<file path="config.mk">
export PLATFORM = sky130hd
export DESIGN_NAME = result_bus_arbiter
export DESIGN_NICKNAME = d
export VERILOG_FILES = /design/src/rtl/crb_pkg.sv /design/src/rtl/crb_req_latch.sv /design/src/rtl/crb_rr_pick.sv /design/src/rtl/crb_bus_drive.sv /design/src/rtl/result_bus_arbiter.sv
export SDC_FILE = /design/constraint.sdc
export NUM_CORES = 1
export LEC_CHECK = 0
export BUFFER_PORTS_ARGS = -buffer_cell sky130_fd_sc_hd__clkbuf_2
export CORE_AREA = 2 2 162 164
export CTS_BUF_LIST = sky130_fd_sc_hd__clkbuf_2 sky130_fd_sc_hd__clkbuf_4 sky130_fd_sc_hd__clkbuf_8
export CTS_CLUSTER_DIAMETER = 60
export DETAILED_ROUTE_END_ITERATION = 7
export DIE_AREA = 0 0 164 166
export GPL_TIMING_DRIVEN = 0
export PLACE_DENSITY_LB_ADDON = 0.15
export SLEW_MARGIN = 20
export SYNTH_ARGS = -nofsm -noshare
export SYNTH_HDL_FRONTEND = slang
export SYNTH_SLANG_ARGS = --single-unit
</file>
<file path="constraint.sdc">
create_clock -name clk -period 8.7 [get_ports clk]
set_input_delay 0.435 -clock clk [delete_from_list [all_inputs] [get_ports clk]]
set_output_delay 0.435 -clock clk [all_outputs]
set_load 0.005 [all_outputs]
</file>
<file path="src/rtl/crb_pkg.sv">
package crb_pkg;
  localparam int TAG_W    = 4;
  localparam int TAG_NONE = 0;
endpackage

</file>
<file path="src/rtl/crb_req_latch.sv">
// First lead-time stage: holds the request set that arbitration sees next cycle.
// The producer granted this cycle is masked out, so a request it still holds
// is not counted twice.
module crb_req_latch #(
  parameter int N = 11
) (
  input  logic         clk,
  input  logic         rst,
  input  logic [N-1:0] req_i,
  input  logic [N-1:0] win_i,
  output logic [N-1:0] req_q
);
  always_ff @(posedge clk) begin
    if (rst) req_q <= '0;
    else     req_q <= req_i & ~win_i;
  end
endmodule

</file>
<file path="src/rtl/crb_rr_pick.sv">
// Rotating-priority picker: the search starts one past the previous winner.
module crb_rr_pick #(
  parameter int N = 11,
  localparam int IDX_W = (N > 1) ? $clog2(N) : 1
) (
  input  logic             clk,
  input  logic             rst,
  input  logic [N-1:0]     req_q,
  output logic [N-1:0]     win,
  output logic [IDX_W-1:0] win_idx,
  output logic             any
);
  logic [IDX_W-1:0] last_q;

  always_comb begin
    int k;
    win_idx = '0;
    // Walk from farthest to nearest so the nearest pending index wins.
    for (int off = N; off >= 1; off--) begin
      k = int'(last_q) + off;
      if (k >= N) k = k - N;
      if (req_q[k]) win_idx = IDX_W'(k);
    end
    any = |req_q;
    win = any ? ({{(N-1){1'b0}}, 1'b1} << win_idx) : '0;
  end

  always_ff @(posedge clk) begin
    if (rst)      last_q <= IDX_W'(N - 1);
    else if (any) last_q <= win_idx;
  end

  AST_PICK_IN_RANGE: assert property (@(posedge clk) disable iff (rst)
    int'(last_q) < N);
endmodule

</file>
<file path="src/rtl/crb_bus_drive.sv">
// Second lead-time stage: registers the grant and the tag/value broadcast.
module crb_bus_drive #(
  parameter int N      = 11,
  parameter int DATA_W = 32,
  localparam int IDX_W = (N > 1) ? $clog2(N) : 1,
  localparam int TAG_W = crb_pkg::TAG_W
) (
  input  logic              clk,
  input  logic              rst,
  input  logic [N-1:0]      win,
  input  logic [IDX_W-1:0]  win_idx,
  input  logic              any,
  input  logic [N*DATA_W-1:0] data_i,
  output logic [N-1:0]      gnt_o,
  output logic              valid_o,
  output logic [TAG_W-1:0]  tag_o,
  output logic [DATA_W-1:0] value_o
);
  logic [IDX_W:0] tag_wide;
  assign tag_wide = {1'b0, win_idx} + (IDX_W+1)'(1);

  always_ff @(posedge clk) begin
    if (rst) begin
      gnt_o   <= '0;
      valid_o <= 1'b0;
      tag_o   <= TAG_W'(crb_pkg::TAG_NONE);
      value_o <= '0;
    end else begin
      gnt_o   <= win;
      valid_o <= any;
      tag_o   <= any ? TAG_W'(tag_wide) : TAG_W'(crb_pkg::TAG_NONE);
      value_o <= any ? data_i[int'(win_idx)*DATA_W +: DATA_W] : '0;
    end
  end
endmodule

</file>
<file path="src/rtl/result_bus_arbiter.sv">
module result_bus_arbiter #(
  parameter int N_ADD  = 3,
  parameter int N_MUL  = 2,
  parameter int N_LD   = 6,
  parameter int DATA_W = 32,
  localparam int N     = N_ADD + N_MUL + N_LD,
  localparam int IDX_W = (N > 1) ? $clog2(N) : 1,
  localparam int TAG_W = crb_pkg::TAG_W,
  localparam int CNT_W = $clog2(N + 2)
) (
  input  logic                clk,
  input  logic                rst,
  input  logic [N-1:0]        prod_req_i,
  input  logic [N*DATA_W-1:0] prod_data_i,
  output logic [N-1:0]        prod_gnt_o,
  output logic                bus_valid_o,
  output logic [TAG_W-1:0]    bus_tag_o,
  output logic [DATA_W-1:0]   bus_value_o
);
  logic [N-1:0]     req_q;
  logic [N-1:0]     win;
  logic [IDX_W-1:0] win_idx;
  logic             any;

  crb_req_latch #(.N(N)) u_latch (
    .clk(clk), .rst(rst), .req_i(prod_req_i), .win_i(win), .req_q(req_q)
  );

  crb_rr_pick #(.N(N)) u_pick (
    .clk(clk), .rst(rst), .req_q(req_q),
    .win(win), .win_idx(win_idx), .any(any)
  );

  crb_bus_drive #(.N(N), .DATA_W(DATA_W)) u_drive (
    .clk(clk), .rst(rst), .win(win), .win_idx(win_idx), .any(any),
    .data_i(prod_data_i), .gnt_o(prod_gnt_o), .valid_o(bus_valid_o),
    .tag_o(bus_tag_o), .value_o(bus_value_o)
  );

  AST_ONE_GRANT: assert property (@(posedge clk) disable iff (rst)
    $onehot0(prod_gnt_o));
  AST_VALID_IFF_GRANT: assert property (@(posedge clk) disable iff (rst)
    bus_valid_o == ($countones(prod_gnt_o) == 1));
  AST_TAG_NONZERO: assert property (@(posedge clk) disable iff (rst)
    bus_valid_o |-> bus_tag_o != '0);
  AST_IDLE_QUIET: assert property (@(posedge clk) disable iff (rst)
    !bus_valid_o |-> (bus_tag_o == '0 && bus_value_o == '0));

  for (genvar i = 0; i < N; i++) begin : g_prod
    logic [CNT_W-1:0] wait_cnt;
    always_ff @(posedge clk) begin
      if (rst || !req_q[i] || win[i]) wait_cnt <= '0;
      else                             wait_cnt <= wait_cnt + CNT_W'(1);
    end
    AST_GRANT_LEAD: assert property (@(posedge clk) disable iff (rst)
      prod_gnt_o[i] |-> $past(prod_req_i[i], 2));
    AST_NO_STARVE: assert property (@(posedge clk) disable iff (rst)
      int'(wait_cnt) < N);
  end
endmodule

</file>
## Word level (Yosys, flattened, before mapping)

Cells that the tools add are included.

| storage, ports and cells | value |
|---|---|
| register bits | 63 |
| input bits | 365 |
| output and inout bits | 48 |
| word-level logic and storage cells | 114 |

| cells by class | value |
|---|---|
| add/sub/neg operators | 23 |
| magnitude comparators | 22 |
| shift-type cells | 2 |
| muxes and demuxes | 56 |
| bitwise operators | 3 |
| reduce and logical (&&, ||, !) cells | 2 |

Operators with widths:

| operator | count |
|---|---|
| $ge A32 B5 Y1 const B | 11 |
| $lt A32 B6 Y1 const B | 11 |
| $mux W32 | 11 |
| $shiftx A352 B10 Y32 | 1 |
| $sub A32 B5 Y32 const B | 11 |
| $bmux W1 S4 | 11 |
| $mux W4 | 11 |
| $mux W1 | 22 |
| $add A4 B3 Y5 const B | 4 |
| $add A4 B4 Y5 const B | 4 |
| $and A11 B11 Y11 | 1 |
| $mux W11 | 1 |
| $not A11 Y11 | 1 |
| $reduce_or A11 Y1 | 1 |
| $shl A1 B4 Y11 const A | 1 |
| $add A4 B2 Y5 const B | 2 |
| $add A4 B1 Y5 const B | 1 |
| $add A4 B1 Y4 const B | 1 |
| $reduce_or A2 Y1 | 1 |
| $not A1 Y1 | 1 |

## Logic depth before layout (Yosys ltp)

Gate-level depths: netlist of the first run.

| depth | value |
|---|---|
| depth in word-level cells | 21 |
| depth in mapped cells | 25 |
| gate-level depth less buffers | 16 |

## Hierarchy

From an unflattened synthesis of the first run, not the netlist that was laid out.

| second synthesis, totals | value |
|---|---|
| cell total of the unflattened synthesis | 1,157 |
| area total of the unflattened synthesis | 9,756.9 um2 |

By module, submodules not included:

| module | times used | cells an instance | area an instance (um2) | sequential area each (um2) |
|---|---|---|---|---|
| crb_rr_pick | 1 | 758 | 5,119.9 | 80.1 |
| crb_bus_drive | 1 | 376 | 4,272.8 | 960.9 |
| crb_req_latch | 1 | 23 | 364.1 | 220.2 |

## Worst setup path after synthesis of the first run

OpenSTA, ideal clock, no wires.

| timing | value |
|---|---|
| path type | reg-to-reg |
| from | register u_pick.last_q[0] |
| to | register u_drive.tag_o[2] |
| setup time | 115 ps |
| arrival time | 5,294 ps |
| required time | 8,585 ps |
| setup slack | 3,291 ps |
| stages on the path, launching flop included | 23 |
| path buffers | 7 |
| period minus slack after synthesis | 5,409 ps |
| path through | dfxtp_1 -> buf_4 -> inv_2 -> buf_1 -> clkbuf_1 -> buf_1 -> ha_1 -> buf_2 -> mux2_1 -> mux2_2 -> a221o_1 -> mux2_2 -> a22oi_2 -> o2111ai_1 -> and3_1 -> o311a_1 -> a311oi_1 -> buf_4 -> buf_2 -> nand2_1 -> inv_1 -> ha_1 -> and2_1 |

| on the way | value |
|---|---|
| cells in the longest elaborated chain, start to end | 18 |
| elaborated cells on any way between the ends | 89 |
| those cells by class | add/sub: 23; order compare: 11; mux: 55 |

Ends and longest elaborated chain:

| element | RTL line | text |
|---|---|---|
| start: declaration | crb_rr_pick.sv:13 | `logic [IDX_W-1:0] last_q;` |
| start signal: assignment | crb_rr_pick.sv:29 | `if (rst) last_q <= IDX_W'(N - 1);` |
| start signal: assignment | crb_rr_pick.sv:30 | `else if (any) last_q <= win_idx;` |
| $add A4 B4 Y5 | crb_rr_pick.sv:20 | `k = int'(last_q) + off;` |
| $sub A32 B5 Y32 or $ge A32 B5 Y1 (tied branches) | crb_rr_pick.sv:21 | `if (k >= N) k = k - N;` |
| $mux W32 | crb_rr_pick.sv:21 |  |
| $bmux W1 S4 | crb_rr_pick.sv:22 | `if (req_q[k]) win_idx = IDX_W'(k);` |
| $mux W1 (not written as such) (2 in a row) | crb_rr_pick.sv:22 |  |
| $mux W4 (10 in a row) | crb_rr_pick.sv:22 |  |
| $mux W4 * | crb_rr_pick.sv:22 |  |
| $add A4 B1 Y4 * | crb_bus_drive.sv:20 | `assign tag_wide = {1'b0, win_idx} + (IDX_W+1)'(1);` |
| named net u_drive.tag_wide[2] | crb_bus_drive.sv:19 | `logic [IDX_W:0] tag_wide;` |
| end signal: assignment | crb_bus_drive.sv:26 | `tag_o <= TAG_W'(crb_pkg::TAG_NONE);` |
| end signal: assignment | crb_bus_drive.sv:31 | `tag_o <= any ? TAG_W'(tag_wide) : TAG_W'(crb_pkg::TAG_NONE);` |
| end: declaration | crb_bus_drive.sv:16 | `output logic [TAG_W-1:0] tag_o,` |

The timed path passes the listed nets; every way through them passes the cells marked *. The select of a mux whose other input is x is not followed.
A chain may end at the register's enable or synchronous reset.

## Worst setup path in the final report of the first run

| timing | value |
|---|---|
| from | register u_pick.last_q[0] |
| to | register u_drive.value_o[20] |

| on the way | value |
|---|---|
| cells in the longest elaborated chain, start to end | 18 |
| elaborated cells on any way between the ends | 89 |
| those cells by class | add/sub: 22; order compare: 11; shift: 1; mux: 55 |

Ends and longest elaborated chain:

| element | RTL line | text |
|---|---|---|
| $add A4 B4 Y5 | crb_rr_pick.sv:20 |  |
| $sub A32 B5 Y32 or $ge A32 B5 Y1 (tied branches) | crb_rr_pick.sv:21 |  |
| $mux W32 | crb_rr_pick.sv:21 |  |
| $bmux W1 S4 | crb_rr_pick.sv:22 |  |
| $mux W1 (not written as such) (2 in a row) | crb_rr_pick.sv:22 |  |
| $mux W4 (10 in a row) | crb_rr_pick.sv:22 |  |
| $mux W4 * | crb_rr_pick.sv:22 |  |
| $shiftx A352 B10 Y32 * | crb_bus_drive.sv:32 | `value_o <= any ? data_i[int'(win_idx)*DATA_W +: DATA_W] : '0;` |
| end signal: assignment | crb_bus_drive.sv:32 |  |
| end: declaration | crb_bus_drive.sv:17 | `output logic [DATA_W-1:0] value_o` |

Every way passes the cells marked *; elsewhere a longest branch is shown, timed or not. The select of a mux whose other input is x is not followed.

==> results of run 1 <==
## routing by layer
| metal | up-vias | part of all wire (%) |
|---|---|---|
| met5 | - | 0 |
| met4 | 0 | 10 |
| met1 | 5854 | 37 |
| li1 | 5498 | - |
| met2 | 742 | 45 |
| met3 | 209 | 8.0 |
## cell type report
| type | count | area [um^2] |
|---|---|---|
| fill | 2699 | 13450 |
| multi-input combinational | 981 | 7412 |
| timing repair buffer | 412 | 2062 |
| sequential | 63 | 1261 |
| buffer | 112 | 554.3 |
| tap | 335 | 419.2 |
| inverter | 58 | 217.7 |
| clock buffer | 9 | 123.9 |
| clock inverter | 7 | 102.6 |
| antenna | 4 | 10.01 |
## registers in the layout, indices dropped and copies added, names as in the netlist
register	flops
u_latch.req_q	11
u_drive.value_o	32
u_drive.gnt_o	11
u_pick.last_q	4
u_drive.tag_o	4
u_drive.valid_o	1
## kinds of logic (layout without fill, tap and decap cells)
group           count (synthesis)  count (layout)  share of synthesized area, %
xor+xnor                       32              32                         3.513
buf+inv                       170             598                         8.179
other cells                     0               4                             0
flops                          63              63                         13.36
mux                           213             213                         23.83
compound gates                371             371                         29.40
fa+ha+maj                      18              18                         2.466
simple gates                  347             347                         19.25
## worst reg2reg max path, delay by kind of cell (launching register included)
| kind | cells | cell delay (ps) |
|---|---|---|
| AND/OR/NAND/NOR | 3 | 900 |
| buffers and inverters | 10 | 4120 |
| AO/OA/AOI/OAI | 7 | 2580 |
| flip-flops | 1 | 340 |
| adder cells (fa/ha/maj) | 1 | 290 |
## Yosys cell counts, drive strengths merged (7+ instances only)
master	n	area share [%]
xnor2	27	2.8
a31oi	14	0.93
a21o	9	0.72
o221ai	37	3.4
a211oi	15	1.4
inv	56	2.2
buf	61	3.8
nor3b	7	0.56
nor4	9	0.76
nand2b	20	1.3
a211o	11	1.0
o21ai	49	2.7
and2	11	0.73
mux2	11	1.4
a21oi	60	3.3
a22oi	41	3.4
dfxtp	63	13
or3	8	0.53
nand3	18	0.95
mux2i	194	21
ha	17	2.3
clkbuf	51	2.0
or2	8	0.53
nor3	28	1.6
a221oi	31	2.9
nand2	79	3.1
nor2	80	3.3
o211ai	15	1.2
nand4	9	0.60
nor2b	12	0.80
mux4	8	1.9
o31ai	9	0.72
o311ai	7	0.73
and3	36	2.4
## worst max path at each step
stage                startpoint                  end  cells past startpoint
2_1_floorplan  u_pick.last_q[0]     u_drive.tag_o[2]                     22
6_report       u_pick.last_q[0]  u_drive.value_o[20]                     21
3_5_place_dp   u_pick.last_q[0]  u_drive.value_o[20]                     21
4_1_cts        u_pick.last_q[0]  u_drive.value_o[30]                     19
3_3_place_gp   u_pick.last_q[0]  u_drive.value_o[20]                     21
5_1_grt        u_pick.last_q[0]  u_drive.value_o[20]                     21
## metrics by stage
stage | util, % | area (um^2)
finish | 47.48 | 12160
global route | 47.48 | 12160
CTS | 47.42 | 12150
detailed placement | 46.53 | 11920
global placement | 46.53 | 11920
floorplan | - | 9439
==> results.md, run 1 <==
* Worst Hold Class: primary input to flip-flop
* Synthesized net count at 1597
* Yosys cell types at 96
* Fin crit share at 95.98%
* Worst clock skew at 16.01 ps
* Clk sinks at 63
* Largest fanout on the critical path at 12
* Worst r2r src: u_pick.last_q[0]
* PortBufs at 412
* Min-Delay Endpoint: u_latch.req_q[9]
* Post-CTS Setup Bufs at 0
* Fraction of registers with async set/reset at 0%
* Non-Filler Instances at 1981
* Mean number of vias per cell at 6.210
* Fin nets at 2020
* Mean post-synth cell area at 7.775 um^2
* CP startpoint kind: flip-flop
* Final Critical Period at 8350 ps
* Count of final setup violators at 0
* Vias in the first global route at 11834
* Critical path arrival at 8620 ps
* First-pass iteration count of the detailed router at 5
* Worst Setup End Kind: flip-flop
* Number of synthesized register bits at 63
* WHS at 275.9 ps
* Global routing's busiest layer: met2
* Status: completed
* Critical path class: flip-flop to flip-flop
* Residual DRC count at 0
* FMAX at 119.8 MHz
* TritonCTS buffer count at 9
* CP delay by family, top: buffers and inverters
* EDFF count, synth at 0
* Area Overhead vs Synth at 28.86%
* Synth Flop Type: dfxtp_1
* Max-slew violation count at 0
* Met2 Use GR at 63.32%
* Congestion Overflow GR at 0
* Global Route met1 Usage at 47.77%
* Hold path start: prod_req_i[9]
* CP Buf/Inv Count at 10
* First-pass GRT wire length at 80670 um
* Die area at 27220 um^2
* Worst-Skew Late Latency at 380 ps
* Worst slew pin tran at 1012 ps
* Most common cell after layout, fill and taps aside: clkbuf_2
* Hold-fix buffers at CTS at 0
* H-tree Lvls at 3
* Crit-path slowest cell: buf_1
* Worst path cell trace: buf_4, inv_2, buf_1, clkbuf_1, buf_1, ha_1, clkbuf_1, clkbuf_1, clkbuf_1, nor3_1, a221oi_1, a31oi_1, a2bb2oi_1, o211ai_1, a41oi_1, o221a_2, inv_2, nor3_1, buf_2, a221oi_1, and3_1
* CTS tree: built
* Cells on worst reg2reg path at 21
* Clock Path Buffers at 2
* Antenna violations before repair at 4
* Hold Vio Cnt, Final at 0
* Clock slew seen by the registers of the worst setup and hold paths at 100 ps
* Initial DRC Count at 1180
* Setup WS post-layout at 349.5 ps
* FP Rows at 59
* Gpl congestion at 1.039
* Hold depth at 3
* Cts repair resizes at 0
* Reg-to-reg slack, setup at 350 ps
* Layout cells sized above 1 at 32.89%
* Placed Cells at 1961
* Die height at 166 um
* Root buffer cell: clkbuf_8
* Post-Route Setup TNS at 0 ps
* Gate Count Post-Synth at 1214
* Starting Density at 36.85%
* Highest-count cells in the layout ignoring fill and taps: 412 x clkbuf_2, 194 x mux2i_1, 79 x nand2_1
* Max incr delay on CP at 820 ps
* Yosys warns at 0
* Die Wd at 164 um
* Pre-CTS setup slack at 646.7 ps
* Max-cap violations at 0
* Detail Route Antenna Nets at 0
* CP required at 8970 ps
* Most used cell, CP: clkbuf_1
* RSZ-0062 raised after global routing: false
* Synth Cell Area at 9439 um^2
* Via count at 12303
* DP HPWL at 47490 um
* Met3 Track Usage GR at 7.917%
* Total GRT Usage at 40.80%
* Largest net degree at the start of global routing at 16
* Sequential area share after synthesis at 13.36%
* Core region area at 25620 um^2
* WL per Instance at 28.83 um
* Post-Route WL at 57110 um
* Rel. slew slack at 30.58%
* RR Endpoint: u_drive.value_o[20]
* I/O pin total at 413
Power of run 1 is not shown: default switching activity piles up to over one toggle a cycle in this logic, so the estimate is an artifact.
==> run 2: changes to the inputs <==
CORE_AREA = default   (was 2 2 162 164)
CORE_MARGIN = 2   (was default)
CORE_UTILIZATION = 40   (was default)
DIE_AREA = default   (was 0 0 164 166)
SYNTH_HIERARCHICAL = 1   (was default)
==> run 2 against run 1 <==
Compared with the run above: the run now ends with DRC left; critical path depth increased by 5; final cell count decreased by 3.2%; global-route usage up 1.9 points; clock-buffer cell count increased by 1; maximum frequency rose by 8.2%; flip-flop and latch count did not move; worst setup slack gained 630 ps; register-to-register slack better by 630 ps; core utilization is 4.3 points higher; non-clock buffer count rose by 4; final area up 2.6%; critical path type unchanged.
==> results.md, run 2 <==
* Yosys top cell by area: dfxtp_1 (was mux2i_1)
* Hold-fix buffers at CTS at 0 (unchanged)
* Vias in the first global route at 11565 (was 11834)
* Hold depth at 2 (was 3)
* Mean post-synth cell area at 8.433 um^2 (was 7.775 um^2)
* Worst Hold Class: primary input to flip-flop (unchanged)
* Largest regs: u_drive/value_o (32), u_drive/gnt_o (11), u_latch/req_q (11) (was u_drive.value_o (32), u_drive.gnt_o (11), u_latch.req_q (11))
* Final core occ at 51.78% (was 47.48%)
* Final Critical Period at 7720 ps (was 8350 ps)
* Most common cell after layout, fill and taps aside: clkbuf_2 (unchanged)
* Met2 Use GR at 64.15% (was 63.32%)
* Max incr delay on CP at 580 ps (was 820 ps)
* Layout cells sized above 1 at 41.58% (was 32.89%)
* Most frequent cells after synthesis: 92 x nand2_1, 77 x mux2i_1, 69 x mux2_2 (was 194 x mux2i_1, 79 x nand2_1, 77 x nor2_1)
* Total GRT Usage at 42.66% (was 40.80%)
* EDFF count, synth at 0 (unchanged)
* Detail Route Antenna Nets at 0 (unchanged)
* WHS at 287.0 ps (was 275.9 ps)
* Top-count cell post-synth: nand2_1 (was mux2i_1)
* Residual DRC count at 2 (was 0)
* Congestion Overflow GR at 0 (unchanged)
* I/O pin total at 413 (unchanged)
* Highest-count cells in the layout ignoring fill and taps: 413 x clkbuf_2, 92 x nand2_1, 77 x mux2i_1 (was 412 x clkbuf_2, 194 x mux2i_1, 79 x nand2_1)
* First-pass iteration count of the detailed router at 8 (was 5)
* Core region area at 24110 um^2 (was 25620 um^2)
* FP Rows at 57 (was 59)
* Min-Delay Endpoint: u_latch/req_q[9] (was u_latch.req_q[9])
* Reg-to-reg slack, setup at 980 ps (was 350 ps)
* Worst clock skew at 22.18 ps (was 16.01 ps)
* WL per Instance at 29.70 um (was 28.83 um)
* Met3 Track Usage GR at 7.532% (was 7.917%)
* Largest fanout on the critical path at 11 (was 12)
* Most used cell, CP: buf_2 (was clkbuf_1)
* Mean number of vias per cell at 6.367 (was 6.210)
* Clock slew seen by the registers of the worst setup and hold paths at 100 ps (about the same)
* Area Overhead vs Synth at 27.92% (was 28.86%)
* Starting Density at 40.48% (was 36.85%)
* Clk sinks at 63 (unchanged)
* PortBufs at 412 (unchanged)
* Synth Flop Type: dfxtp_1 (unchanged)
* Status: finished, violations left (was completed)
* Number of synthesized register bits at 63 (unchanged)
* Global routing's busiest layer: met2 (unchanged)
* CP required at 8920 ps (was 8970 ps)
* Synth Cell Area at 9757 um^2 (was 9439 um^2)
* Max-slew violation count at 0 (unchanged)
* Rel. slew slack at 22.20% (was 30.58%)
* Antenna violations before repair at 9 (was 4)
* Worst r2r src: u_pick/last_q[0] (was u_pick.last_q[0])
* TritonCTS buffer count at 9 (unchanged)
* Worst Setup End Kind: flip-flop (unchanged)
* Die Wd at 160.2 um (was 164 um)
* Synthesized net count at 1539 (was 1597)
* RSZ-0062 raised after global routing: false (unchanged)
* Largest net degree at the start of global routing at 17 (was 16)
* Crit-path slowest cell: a221oi_1 (was buf_1)
* Max-cap violations at 0 (unchanged)
* Biggest register: u_drive/value_o (was u_drive.value_o)
* Post-Route WL at 56930 um (was 57110 um)
* Die height at 160.2 um (was 166 um)
* Fin nets at 1962 (was 2020)
* Area share of the leading cell type in the synthesized netlist at 12.93% (was 20.57%)
* Clock Path Buffers at 2 (unchanged)
* Post-Route Setup TNS at 0 ps (unchanged)
* Fin crit share at 88.74% (was 95.98%)
* Cts repair resizes at 0 (unchanged)
* Max reg flops at 32 (unchanged)
* Root buffer cell: clkbuf_8 (unchanged)
* Gate Count Post-Synth at 1157 (was 1214)
* H-tree Lvls at 3 (unchanged)
* Global Route met1 Usage at 54.71% (was 47.77%)
* Initial DRC Count at 1400 (was 1180)
* Worst slew pin tran at 1156 ps (was 1012 ps)
* RR Endpoint: u_drive/value_o[30] (was u_drive.value_o[20])
* FMAX at 129.5 MHz (was 119.8 MHz)
* Yosys warns at 6 (was 0)
* Via count at 12206 (was 12303)
* CTS tree: built (unchanged)
* Die area at 25660 um^2 (was 27220 um^2)
* Area contributors post-synth: dfxtp_1 13%, mux2_2 8.0%, mux2i_1 7.9%, mux4_2 7.8%, nand2_1 3.5% (was mux2i_1 21%, dfxtp_1 13%, o221ai_1 3.4%, nand2_1 3.1%, a22oi_1 3.1%)
* Critical path class: flip-flop to flip-flop (unchanged)
* Count of final setup violators at 0 (unchanged)
* DP HPWL at 47210 um (was 47490 um)
* First-pass GRT wire length at 79810 um (was 80670 um)
* Hold path start: prod_req_i[9] (unchanged)
* Sequential area share after synthesis at 12.93% (was 13.36%)
* Fraction of registers with async set/reset at 0% (unchanged)
* Failing checks: DRC
* Gpl congestion at 1.032 (was 1.039)
* CP startpoint kind: flip-flop (unchanged)
* Cells on worst reg2reg path at 26 (was 21)
* Yosys cell types at 106 (was 96)
* Worst-Skew Late Latency at 380 ps (about the same)
* Post-CTS Setup Bufs at 0 (unchanged)
* Critical path arrival at 7940 ps (was 8620 ps)
* Hold Vio Cnt, Final at 0 (unchanged)
[run 2: how the worst max path moves through the flow]
stage	start	to	slack [ps]	cells past startpoint
6_report	u_pick/last_q[0]	u_drive/value_o[30]	980	26
5_1_grt	u_pick/last_q[0]	u_drive/value_o[30]	960	26
4_1_cts	u_pick/last_q[0]	u_drive/value_o[10]	1420	26
3_5_place_dp	u_pick/last_q[1]	u_drive/value_o[30]	1470	23
3_3_place_gp	u_pick/last_q[0]	u_drive/value_o[10]	1210	24
2_1_floorplan	u_pick/last_q[0]	u_drive/value_o[3]	3590	25
[run 2: logic make-up after synthesis]
logic type      count (synthesis)  share of synthesized area (%)
simple gates                  340                          18.71
buf+inv                       136                          8.669
mux                           191                          25.13
fa+ha+maj                      17                          2.180
flops                          63                          12.93
compound gates                379                          29.37
xor+xnor                       31                          3.014
[run 2: cell type report]
| cell class | count | area [um^2] |
|---|---|---|
| Fill cell | 2471 | 11620 |
| Multi-Input combinational cell | 958 | 7656 |
| Timing Repair Buffer | 412 | 2062 |
| Sequential cell | 63 | 1261 |
| Buffer | 116 | 770.7 |
| Tap cell | 324 | 405.4 |
| Clock buffer | 10 | 137.6 |
| Clock inverter | 6 | 92.59 |
| Inverter | 20 | 75.07 |
| Antenna cell | 8 | 20.02 |
[run 2: routing by layer]
metal | wire length [um] | share of wire (%) | vias to the layer above
li1 | - | - | 5334
met1 | 21900 | 38 | 5857
met2 | 24620 | 43 | 822
met3 | 5540 | 9.7 | 187
met4 | 4824 | 8.5 | 6
met5 | 42 | 0.074 | -
[run 2: worst max-delay path, delay by kind of cell (launching register included)]
kind / cells / cell delay (ps)
buffers and inverters: 13 / 3460
flip-flops: 1 / 390
adder cells (fa/ha/maj): 1 / 350
AND/OR/NAND/NOR: 2 / 360
AO/OA/AOI/OAI: 10 / 2950
[run 2: through the flow]
stage | setup slack, ps | instances | instance area (um^2)
after global routing | 960.1 | 1915 | 12480
after floorplan | 3587 | 1157 | 9757
after detailed placement | 1469 | 1893 | 12230
after CTS | 1415 | 1909 | 12460
after global placement | 1206 | 1893 | 12220
final | 979.7 | 1917 | 12480
Power of run 2 is left out for the same reason.
